## config.mk

```make
export PLATFORM = sky130hd
export DESIGN_NAME = prio_irq_ctrl
export DESIGN_NICKNAME = d
export VERILOG_FILES = /design/src/rtl/prio_irq_pkg.sv /design/src/rtl/prio_irq_arb.sv /design/src/rtl/prio_irq_stack.sv /design/src/rtl/prio_irq_ctrl.sv
export SDC_FILE = /design/constraint.sdc
export NUM_CORES = 1
export LEC_CHECK = 0
export BUFFER_PORTS_ARGS = -buffer_cell sky130_fd_sc_hd__buf_2
export CAP_MARGIN = 10
export CORE_MARGIN = 5
export CORE_UTILIZATION = 63
export DETAILED_ROUTE_END_ITERATION = 10
export PLACE_DENSITY = 0.85
export SKIP_CTS_REPAIR_TIMING = 1
export SLEW_MARGIN = 20
export SYNTH_ARGS = -nofsm -noshare
export SYNTH_HDL_FRONTEND = slang
export SYNTH_SLANG_ARGS = --single-unit
```

## constraint.sdc

```tcl
create_clock -name clk -period 6.6 [get_ports clk]
set_input_delay 0.66 -clock clk [delete_from_list [all_inputs] [get_ports clk]]
set_output_delay 0.66 -clock clk [all_outputs]
set_load 0.02 [all_outputs]
```

## src/rtl/prio_irq_pkg.sv

```systemverilog
package prio_irq_pkg;
  localparam int PC_W   = 16;
  localparam int PRIO_W = 3;

  typedef struct packed {
    logic [PC_W-1:0]   pc;
    logic [PRIO_W-1:0] lvl;
  } frame_t;
endpackage

```

## src/rtl/prio_irq_arb.sv

```systemverilog
module prio_irq_arb #(
  parameter int N  = 4,
  parameter int PW = 3,
  parameter int VW = 4,
  parameter logic [N*PW-1:0] PRIOS = '0
) (
  input  logic [N-1:0]  req,
  input  logic          nmi_pend,
  input  logic [PW-1:0] thresh,
  output logic          valid,
  output logic [VW-1:0] win_vec,
  output logic [PW-1:0] win_prio
);
  logic [PW-1:0] p;

  always_comb begin
    valid    = 1'b0;
    win_vec  = '0;
    win_prio = '0;
    p        = '0;
    for (int i = 0; i < N; i++) begin
      p = PRIOS[i*PW +: PW];
      // strict compare keeps the lower index on a tie
      if (req[i] && (p > thresh) && (!valid || (p > win_prio))) begin
        valid    = 1'b1;
        win_prio = p;
        win_vec  = VW'(i + 1);
      end
    end
    if (nmi_pend) begin
      valid    = 1'b1;
      win_prio = '1;
      win_vec  = '0;
    end
  end
endmodule

```

## src/rtl/prio_irq_stack.sv

```systemverilog
module prio_irq_stack #(
  parameter int DEPTH = 9,
  parameter int W     = 19
) (
  input  logic         clk,
  input  logic         rst,
  input  logic         push,
  input  logic [W-1:0] push_data,
  input  logic         pop,
  output logic [W-1:0] pop_data,
  output logic         empty,
  output logic         overflow
);
  localparam int SPW = $clog2(DEPTH + 1);

  logic [W-1:0]   mem [DEPTH];
  logic [SPW-1:0] sp;
  logic           full;

  assign full  = (sp == SPW'(DEPTH));
  assign empty = (sp == '0);

  always_ff @(posedge clk) begin
    if (push && !full) mem[sp] <= push_data;
    if (pop && !empty) pop_data <= mem[sp - SPW'(1)];
  end

  always_ff @(posedge clk) begin
    if (rst) begin
      sp       <= '0;
      overflow <= 1'b0;
    end else begin
      if (push && !full)      sp <= sp + SPW'(1);
      else if (pop && !empty) sp <= sp - SPW'(1);
      if (push && full) overflow <= 1'b1;
    end
  end

  p_no_overflow_r10: assert property (@(posedge clk) disable iff (rst)
    sp <= SPW'(DEPTH));
  p_pop_nonempty_r11: assert property (@(posedge clk) disable iff (rst)
    pop |-> !empty);
  p_one_op_r4: assert property (@(posedge clk) disable iff (rst)
    !(push && pop));
endmodule

```

## src/rtl/prio_irq_ctrl.sv

```systemverilog
module prio_irq_ctrl
  import prio_irq_pkg::*;
#(
  parameter int NUM_SRC = 4,
  parameter int VEC_W   = 4,
  parameter logic [NUM_SRC*PRIO_W-1:0] SRC_PRIO = {3'd4, 3'd5, 3'd4, 3'd2}
) (
  input  logic                clk,
  input  logic                rst,
  input  logic [NUM_SRC-1:0]  dev_req,
  input  logic                nmi,
  input  logic                cpu_ready,
  input  logic                ret,
  input  logic [PC_W-1:0]     pc_in,
  output logic                irq,
  output logic                ack,
  output logic [VEC_W-1:0]    vec,
  output logic [VEC_W+1:0]    handler_addr,
  output logic [PRIO_W-1:0]   run_level,
  output logic                ret_valid,
  output logic [PC_W-1:0]     ret_pc,
  output logic                stack_err
);
  localparam int DEPTH   = (1 << PRIO_W) + 1;
  localparam int FRAME_W = PC_W + PRIO_W;

  logic               pop_q, nmi_q, nmi_pend;
  logic               a_valid, n_valid;
  logic [VEC_W-1:0]   a_vec, n_vec;
  logic [PRIO_W-1:0]  a_prio, n_prio, nxt_lvl;
  logic               do_pop, acc, nmi_rise, npend_nxt, st_empty;
  frame_t             push_f, pop_f;
  logic [FRAME_W-1:0] pop_raw;

  // arbitration against the level now running: decides acceptance
  prio_irq_arb #(.N(NUM_SRC), .PW(PRIO_W), .VW(VEC_W), .PRIOS(SRC_PRIO)) u_arb_now (
    .req(dev_req), .nmi_pend(nmi_pend), .thresh(run_level),
    .valid(a_valid), .win_vec(a_vec), .win_prio(a_prio));

  // arbitration against the level after this edge: drives irq
  prio_irq_arb #(.N(NUM_SRC), .PW(PRIO_W), .VW(VEC_W), .PRIOS(SRC_PRIO)) u_arb_next (
    .req(dev_req), .nmi_pend(npend_nxt), .thresh(nxt_lvl),
    .valid(n_valid), .win_vec(n_vec), .win_prio(n_prio));

  assign do_pop    = ret && !pop_q && !st_empty;
  assign acc       = cpu_ready && !pop_q && !do_pop && a_valid;
  assign nmi_rise  = nmi && !nmi_q;
  assign npend_nxt = (nmi_pend && !(acc && (a_vec == '0))) || nmi_rise;
  assign pop_f     = pop_raw;
  assign push_f    = '{pc: pc_in, lvl: run_level};

  always_comb begin
    if (pop_q)    nxt_lvl = pop_f.lvl;
    else if (acc) nxt_lvl = a_prio;
    else          nxt_lvl = run_level;
  end

  prio_irq_stack #(.DEPTH(DEPTH), .W(FRAME_W)) u_stack (
    .clk(clk), .rst(rst), .push(acc), .push_data(push_f),
    .pop(do_pop), .pop_data(pop_raw), .empty(st_empty), .overflow(stack_err));

  always_ff @(posedge clk) begin
    if (rst) begin
      irq          <= 1'b0;
      ack          <= 1'b0;
      vec          <= '0;
      handler_addr <= '0;
      run_level    <= '0;
      ret_valid    <= 1'b0;
      ret_pc       <= '0;
      pop_q        <= 1'b0;
      nmi_q        <= 1'b0;
      nmi_pend     <= 1'b0;
    end else begin
      irq       <= n_valid && !do_pop;
      ack       <= acc;
      run_level <= nxt_lvl;
      ret_valid <= pop_q;
      pop_q     <= do_pop;
      nmi_q     <= nmi;
      nmi_pend  <= npend_nxt;
      if (acc) begin
        vec          <= a_vec;
        handler_addr <= {a_vec, 2'b00};
      end
      if (pop_q) ret_pc <= pop_f.pc;
    end
  end

  always_comb begin
    if (!rst && a_valid && (a_vec != '0)) begin
      a_masked_r5: assert (a_prio > run_level);
    end
    if (!rst && n_valid && (n_vec != '0)) begin
      a_irq_above_r1: assert (n_prio > nxt_lvl);
    end
  end

  p_ack_needs_ready_r2: assert property (@(posedge clk) disable iff (rst)
    ack |-> $past(cpu_ready));
  p_ack_raises_r6: assert property (@(posedge clk) disable iff (rst)
    (ack && (vec != '0)) |-> (run_level > $past(run_level)));
  p_nmi_top_level_r8: assert property (@(posedge clk) disable iff (rst)
    (ack && (vec == '0)) |-> (run_level == '1));
  p_no_ack_on_restore_r11: assert property (@(posedge clk) disable iff (rst)
    ret_valid |-> !ack);
  p_ret_pulse_r7: assert property (@(posedge clk) disable iff (rst)
    ret_valid |=> !ret_valid);
  p_err_sticky_r10: assert property (@(posedge clk) disable iff (rst)
    stack_err |=> stack_err);
endmodule

```

==> impl_metrics.json, run 1 <==
{
  "fin_setup_tns_ns": 0,
  "grt_busiest_layer": "met2",
  "antennaDiodeCount": 0,
  "drt_first_pass_iters": 4,
  "grt_setup_unrepaired": "no",
  "grt_util_all_layers": 0.216,
  "layout_common_cells": "edfxtp_1 (190), buf_2 (53), nor2_1 (49)",
  "worst-path-buf-inv": 3,
  "final_common_cell": "edfxtp_1",
  "p_leak_nw": 3.38,
  "yosysWarningCount": 0,
  "clk_pin_slew_ns": 0.06,
  "fin_cells": 735,
  "portBuffers": 53,
  "path_cells": "buf_4 -> inv_1 -> ha_1 -> or3b_4 -> a21oi_4 -> and2_2 -> nand2_2 -> nor3b_2 -> buf_4",
  "grt_use_met3": 0.0330,
  "grt_pass1_vias": 4649,
  "ios": 58,
  "min_path_type": "primary input to flop",
  "placedCellCount": 695,
  "synth_seq_area_share": 0.736,
  "setup_violations": 0,
  "crit_type": "flop to flop",
  "skew_ns": 0.0154,
  "max_slew_margin": 0.278,
  "slew_viol_final": 0,
  "antenna_found_initial": 0,
  "max_stage_delay_ns": 0.89,
  "viasPerCell": 6.14,
  "cts-buffers-inserted": 22,
  "required_ns": 6.79,
  "nets": 572,
  "cts_tree": "built",
  "cp.arrival_ns": 4.10,
  "clk_path_buf_depth": 3,
  "area_delta_synth_final_pct": 12.8,
  "grtUsageMet2": 0.367,
  "cts_root_buffer": "clkbuf_16",
  "cellPowerDensity_mw_per_mm2": 453,
  "rows": 42,
  "synth_top_area_share": 0.659,
  "synth_seq_cells": 223,
  "grt.met1_usage": 0.291,
  "vias": 4510,
  "tightestPinTransition_ns": 1.08,
  "fin_crit_ns": 3.91,
  "end_kind": "flop",
  "max_freq_mhz": 255,
  "grt_pass1_wl_um": 26500,
  "dieArea_mm2": 0.0162,
  "start_kind": "flop",
  "synthFlopType": "edfxtp_1",
  "yosysTopAreaCell": "edfxtp_1",
  "wl_per_cell_um": 23.5,
  "wirelength_um": 17300,
  "async_flop_share": 0,
  "syn_avg_cell_area_um2": 17.9,
  "chipHeight_um": 127,
  "drt_iter0_drc": 431,
  "final_layout_size_suffix_gt1_frac": 0.272,
  "cpMaxStageDelayCell": "nor3b_2",
  "ir_drop_v": 0.000271,
  "fin_crit_sh": 0.593,
  "path_common_cell": "buf_4",
  "synth_area_mm2": 0.00865,
  "numClockSinks": 223,
  "ant_nets": 0,
  "dp_hpwl_um": 10000,
  "synthCells": 484,
  "drc": 0,
  "clkLatencyLatePin_ns": 0.50,
  "overflow": 0,
  "fp.dieW_um": 127,
  "ys_types": 51,
  "maxCapViolations": 0,
  "synth_edf_count": 190,
  "gp_congestion": 0.848,
  "netlist_top_cells_area": "edfxtp_1 (66%), mux4_2 (9.9%), dfxtp_1 (7.6%)",
  "grt_max_degree": 44,
  "start_util": 0.648,
  "htree_levels": 1,
  "hold_violations": 0,
  "core_mm2": 0.0133,
  "status": "finished clean",
  "path_delay_family": "simple AND/OR/NAND/NOR gates",
  "crit_path_max_fanout": 43
}
## per-layer routing
layer	part of all wire	vias to the layer above
li1	-	1980
met1	0.40	2309
met2	0.52	180
met3	0.062	41
met4	0.024	0
met5	0	-
## flip-flops by register name (all words and copies together) (netlist names), 3 cells and up
name / cells
u_stack.mem: 171
u_stack.pop_data: 19
ret_pc: 16
u_stack.sp: 4
handler_addr: 3
run_level: 3
## Yosys cell counts, types with 2 or more instances
master	instances
mux4_2	38
and3_1	4
mux2i_1	36
inv_1	8
nor3_1	3
edfxtp_1	190
nor3b_1	5
a21oi_1	25
nor2_1	50
a311oi_1	2
nor2b_1	9
xnor2_1	3
and2_1	2
nand2b_1	3
a2bb2oi_1	2
nand2_1	3
clkbuf_1	14
dfxtp_1	33
buf_2	5
or2_2	2
buf_4	11
nand3_1	3
ha_1	4
nand3b_1	2
## final cells by class
class / count / area (µm²)
flip-flops and latches: 223 / 6370
inverters: 8 / 30.0
clock buffers: 29 / 608
fillers: 812 / 3590
clock inverters: 11 / 62.6
well taps: 176 / 220
multi-input cells: 225 / 2130
repair buffers: 63 / 340
## worst paths after layout
path / start / end / slack [ns] / cells after the start
worst max-delay path: u_stack.sp[0] / u_stack.mem[7][15] / 2.69 / 9
worst min-delay path: pc_in[2] / u_stack.mem[4][5] / 0.44 / 1
worst max register to register: u_stack.sp[0] / u_stack.mem[7][15] / 2.69 / 9
worst min register to register: u_stack.pop_data[18] / ret_pc[15] / 0.48 / 2
## cells by family after synthesis
logic type / Yosys count / synth area share
DFF: 223 / 0.736
and+or+nand+nor: 94 / 0.0544
muxes: 74 / 0.141
AOI/OAI and AO/OA: 44 / 0.0341
buffers and inverters: 39 / 0.0233
xor gates and xnor gates: 5 / 0.00593
adders and majority gates: 4 / 0.00578
other: 1 / 0.000433
## per-stage QoR
stage	util	hold slack [ns]	setup WS, ns	power (mW)	area (µm²)
finish	0.731	0.440	2.69	4.42	9760
detailed placement	0.681	0.468	2.74	3.28	9090
CTS	0.731	0.430	2.68	4.44	9760
floorplan	-	0.456	2.52	2.91	8670
global placement	0.681	0.465	2.88	3.21	9090
global route	0.731	0.443	2.50	4.62	9760
## power by group
group	switching, mW	leakage (nW)	internal [mW]
clock network	0.501	0.321	0.651
registers	0.0945	1.99	1.78
logic	0.823	1.06	0.576
total	1.42	3.38	3.01
Power figures use the tool's default switching activity.
==> run 2: changes to the inputs <==
Settings changed: CORE_UTILIZATION 63 to 60, PLACE_DENSITY 0.85 to 0.81.
Clock period 6.6 ns to 4 ns, I/O delays scaled along.
==> run 2 against run 1 <==
Effect of this change: sequential share of layout area shrank 0.24 points; core utilization shrank 3.1 points; largest power group unchanged; wire length shrank 5.1%; critical endpoint is now u_stack.mem[7][18]; clock power grew 63%; die area grew 4.6%.
==> impl_metrics.json, run 2 (synthesis results as in run 1) <==
{
  "final_common_cell": "edfxtp_1",
  "hold_start": "nmi",
  "setup_violations": 0,
  "grt_setup_unrepaired": "no",
  "gp_congestion": 0.859,
  "drt_iter0_drc": 388,
  "start_kind": "flop",
  "n_fill_cell": 846,
  "power.switching_mw": 2.28,
  "multi_input_area_mm2": 0.00213,
  "grt_util_all_layers": 0.200,
  "cts_tree": "built",
  "switching_share": 0.313,
  "wirelength_um": 16400,
  "drt_first_pass_iters": 5,
  "hold_violations": 0,
  "max_freq_mhz": 319,
  "slew_viol_final": 0,
  "core_mm2": 0.0140,
  "ir_drop_v": 0.000464,
  "cts-buffers-inserted": 21,
  "min_path_type": "primary input to flop",
  "dp_hpwl_um": 9770,
  "pwr-share-comb": 0.321,
  "p_leak_nw": 3.41,
  "p_total_mw": 7.29,
  "end_kind": "flop",
  "viasPerCell": 5.98,
  "regMostFlops": "u_stack.mem",
  "ios": 58,
  "skew_ns": 0.00918,
  "numClockSinks": 223,
  "vias": 4440,
  "final_layout_size_suffix_gt1_frac": 0.274,
  "critical_path.startpoint": "u_stack.sp[1]",
  "reg2reg_from": "u_stack.sp[1]",
  "clkLatencyLatePin_ns": 0.48,
  "final-seq-area_mm2": 0.00637,
  "internal_power_mw": 5.01,
  "grt_max_degree": 43,
  "reg.largest.list": "u_stack.mem (171), u_stack.pop_data (19), ret_pc (16)",
  "fin_crit_ns": 3.13,
  "start_util": 0.619,
  "cts_root_buffer": "clkbuf_16",
  "antenna_found_initial": 1,
  "chipHeight_um": 130,
  "utilization": 0.700,
  "grt_pass1_wl_um": 25400,
  "p_seq_frac": 0.422,
  "antennaDiodeCount": 0,
  "cp.arrival_ns": 3.32,
  "fp.dieW_um": 130,
  "portBuffers": 53,
  "crit_path_max_fanout": 13,
  "wl_per_cell_um": 22.1,
  "fin_crit_sh": 0.783,
  "rows": 43,
  "tightestPinTransition_ns": 0.912,
  "layout_common_cells": "edfxtp_1 (190), buf_2 (53), nor2_1 (49)",
  "ant_nets": 0,
  "setup_slack_ns": 0.869,
  "maxCapViolations": 0,
  "clk_pin_slew_ns": 0.06,
  "nets": 577,
  "largest_register_ffs": 171,
  "dieArea_mm2": 0.0169,
  "required_ns": 4.19,
  "htree_levels": 1,
  "clk_path_buf_depth": 3,
  "clkPwrFrac": 0.257,
  "crit_type": "flop to flop",
  "grt_pass1_vias": 4407,
  "drc": 0,
  "area_delta_synth_final_pct": 13.2,
  "cellPowerDensity_mw_per_mm2": 744,
  "status": "finished clean",
  "overflow": 0,
  "pre_cts_slack_ns": 0.976,
  "max_slew_margin": 0.389
}
-- run 2: final cells by class --
class | count | area share
Clock buffer | 25 | 0.0552
Clock inverter | 12 | 0.0107
Inverter | 8 | 0.00307
Multi-Input combinational cell | 225 | 0.217
Sequential cell | 223 | 0.650
Tap cell | 180 | 0.0230
Timing Repair Buffer | 69 | 0.0406
-- run 2: worst max-delay path, stage by stage (launching register included) --
cell and delay, ns:
dfxtp_1 0.36, inv_1 0.12, ha_1 0.30, or3b_4 0.44, a21oi_4 0.24, and2_2 0.34
nand2_2 0.15, nor3b_2 0.66, buf_12 0.23
-- run 2: power groups by stage --
stage / Sequential (mW) / Combinational (mW) / Clock (mW)
2_1_floorplan: 3.13 / 1.66 / 0
3_3_place_gp: 3.10 / 2.28 / 0
3_5_place_dp: 3.12 / 2.33 / 0
4_1_cts: 3.07 / 2.35 / 1.91
5_1_grt: 3.10 / 2.54 / 2.02
6_report: 3.07 / 2.34 / 1.87
-- run 2: final timing paths --
path | cells past startpoint | to | slack [ns]
worst max register to register | 8 | u_stack.mem[7][18] | 0.87
worst min-delay path | 2 | nmi_q | 0.19
worst max-delay path | 8 | u_stack.mem[7][18] | 0.87
worst min register to register | 2 | ret_pc[11] | 0.48
-- run 2: per-stage QoR --
stage / std cells / hold slack (ns) / cell area (µm²) / TNS [ns]
floorplan: 487 / 0.456 / 8670 / -6.44
global placement: 705 / 0.465 / 9150 / 0
detailed placement: 705 / 0.469 / 9150 / 0
CTS: 742 / 0.189 / 9790 / 0
global route: 742 / 0.201 / 9790 / 0
finish: 742 / 0.193 / 9790 / 0
-- run 2: per-layer routing --
metal	part of all wire	wire length [µm]	track usage
met4	0.023	371	0.0617
met1	0.40	6560	0.280
met5	0.0012	19	0
met2	0.49	8040	0.322
met3	0.086	1420	0.0422
==> run 3: changes to the inputs <==
Settings changed: ABC_AREA set to 1.
Clock period 4 ns to 3 ns, I/O delays scaled along.
==> run 3 against run 2 <==
Effect of this change: core utilization down 1.4 points; largest cell class unchanged; clock power up 36%; global-route usage up 2.4 points; sequential share of layout area down 0.70 points; worst setup slack worse by 0.65 ns.
==> impl_metrics.json, run 3 <==
{
  "grt_max_degree": 82,
  "cellPowerDensity_mw_per_mm2": 1130,
  "status": "finished clean",
  "grt_pass1_vias": 5825,
  "reg.largest.list": "u_stack.mem (171), u_stack.pop_data (19), ret_pc (16)",
  "ir_drop_v": 0.000601,
  "ios": 58,
  "hold_violations": 0,
  "synth_top_area_share": 0.653,
  "start_kind": "flop",
  "whs_ns": 0.0263,
  "portBuffers": 53,
  "ant_nets": 0,
  "ys_types": 39,
  "max_freq_mhz": 360,
  "synth_edf_count": 190,
  "antennaDiodeCount": 0,
  "clk_pin_slew_ns": 0.06,
  "skew_ns": 0.00779,
  "r2r_cells": 9,
  "grt_pass1_wl_um": 29500,
  "synth_area_mm2": 0.00874,
  "grt_setup_unrepaired": "no",
  "numClockSinks": 223,
  "wirelength_um": 19200,
  "cts-buffers-inserted": 22,
  "htree_levels": 1,
  "top_layer": "met4",
  "antenna_found_initial": 0,
  "crit_type": "flop to flop",
  "rows": 44,
  "yosysWarningCount": 0,
  "drc": 0,
  "end_kind": "flop",
  "fp.dieW_um": 131,
  "muxShareOfSynthArea": 0,
  "max_slew_margin": 0.253,
  "chipHeight_um": 131,
  "async_flop_share": 0,
  "synthTopCellsByCount": "edfxtp_1 (190), nor2_1 (148), o21ai_0 (125)",
  "wl_per_cell_um": 19.9,
  "final_common_cell": "edfxtp_1",
  "crit_path_max_fanout": 81,
  "synth_fa_ha_area_frac": 0.00573,
  "wl_met2_um": 9110,
  "largest_register_ffs": 171,
  "n_fill_cell": 980,
  "yosysMostFrequentCell": "edfxtp_1",
  "layout_common_cells": "edfxtp_1 (190), nor2_1 (145), o21ai_0 (125)",
  "synth_top_family_by_area": "compound AO/OA/AOI/OAI gates",
  "slew_viol_final": 0,
  "vias": 5921,
  "reg2reg_from": "u_stack.sp[0]",
  "dieArea_mm2": 0.0171,
  "area_delta_synth_final_pct": 13.3,
  "grt_util_all_layers": 0.225,
  "worstHoldEndpoint": "nmi_q",
  "r2r-end": "u_stack.sp[3]",
  "drt_iter0_drc": 680,
  "cts_tree": "built",
  "synthFlopType": "edfxtp_1",
  "fin_crit_sh": 0.926,
  "fin_crit_ns": 2.78,
  "hold_start": "nmi",
  "syn_avg_cell_area_um2": 12.3,
  "core_mm2": 0.0144,
  "wirelength_met1_um": 7430,
  "final_layout_size_suffix_gt1_frac": 0.165,
  "clkLatencyLatePin_ns": 0.50,
  "synth_seq_cells": 223,
  "drt_first_pass_iters": 5,
  "yosysTopAreaCell": "edfxtp_1",
  "min_path_cells": 3,
  "gp_congestion": 0.860,
  "synth_compound_area_frac": 0.119,
  "dp_hpwl_um": 11300,
  "nets": 792,
  "regMostFlops": "u_stack.mem",
  "min_path_type": "primary input to flop",
  "tightestPinTransition_ns": 1.12,
  "viasPerCell": 6.15,
  "synth_seq_area_share": 0.728,
  "netlist_top_cells_area": "edfxtp_1 (65%), dfxtp_1 (7.6%), o21ai_0 (7.2%)",
  "synthCells": 711,
  "critical_path.startpoint": "u_stack.sp[0]",
  "setup_violations": 0,
  "start_util": 0.606,
  "cts_root_buffer": "clkbuf_16",
  "synthXorXnorAreaFrac": 0.00100,
  "overflow": 0,
  "required_ns": 3.40,
  "pre_cts_slack_ns": 0.173,
  "cp.arrival_ns": 3.18,
  "utilization": 0.686,
  "maxCapViolations": 0,
  "p_leak_nw": 3.57,
  "reg2reg_setup_slack_ns": 0.22,
  "wl_met3_um": 2030,
  "yosys.area_share.simple": 0.107,
  "clk_path_buf_depth": 3,
  "setup_slack_ns": 0.221
}
[run 3: cell types whose count changed after synthesis, moves of 9 or more]
cell	delta
mux2i_1	-36
o21ai_1	+11
a21oi_1	-18
o22ai_1	+38
mux4_2	-38
inv_1	+13
nand2_1	+38
nor2_1	+98
clkbuf_1	+15
nor2b_1	-9
o21ai_0	+124
[run 3: final cells by class]
class | count | area [µm²] | area share
multi-input combinational | 420 | 2120 | 0.214
tap | 184 | 230 | 0.0233
sequential | 223 | 6370 | 0.643
clock buffer | 27 | 591 | 0.0596
timing repair buffer | 72 | 423 | 0.0427
inverter | 24 | 95.1 | 0.00960
clock inverter | 12 | 75.1 | 0.00758
[run 3: power breakdown]
part	leakage, nW	internal, mW	switching (mW)
logic	1.25	1.23	3.16
registers	2.00	4.10	0.191
clock network	0.327	1.47	1.06
total	3.57	6.80	4.42
[run 3: critical path: stages, from the launching register on]
cell and delay [ns]:
dfxtp_2 0.34, buf_4 0.60, nor3_1 0.18, or2_2 0.32
nand2_1 0.09, clkinv_1 0.59, a21oi_1 0.32, o21ai_0 0.11
nand2_1 0.07, inv_1 0.04
[run 3: through the flow]
step	instance area [µm²]	power (mW)	TNS, ns	instances
2_1_floorplan	8800	7.25	-20.73	714
3_3_place_gp	9200	8.40	0	921
3_5_place_dp	9200	8.62	0	921
4_1_cts	9870	11.2	0	960
5_1_grt	9900	11.8	0	962
6_report	9900	11.2	0	962
[run 3: logic make-up after synthesis]
| logic type | Yosys count |
|---|---|
| AOI/OAI and AO/OA | 191 |
| other | 1 |
| DFF | 223 |
| xor gates and xnor gates | 1 |
| adders and majority gates | 4 |
| and+or+nand+nor | 220 |
| buffers and inverters | 71 |
[run 3: worst max-delay path by stage]
stage                                     to  depth (start not counted)
after floorplan            u_stack.mem[1][0]                         12
after global placement    u_stack.mem[0][11]                         10
after detailed placement   u_stack.mem[6][9]                         10
after CTS                  u_stack.mem[6][5]                         10
after global routing           u_stack.sp[3]                          9
final                          u_stack.sp[3]                          9
[run 3: per-layer routing]
metal / vias up / track usage
li1: 2648 / -
met1: 2866 / 0.296
met2: 355 / 0.364
met3: 52 / 0.0492
met4: 0 / 0.0962
met5: - / 0
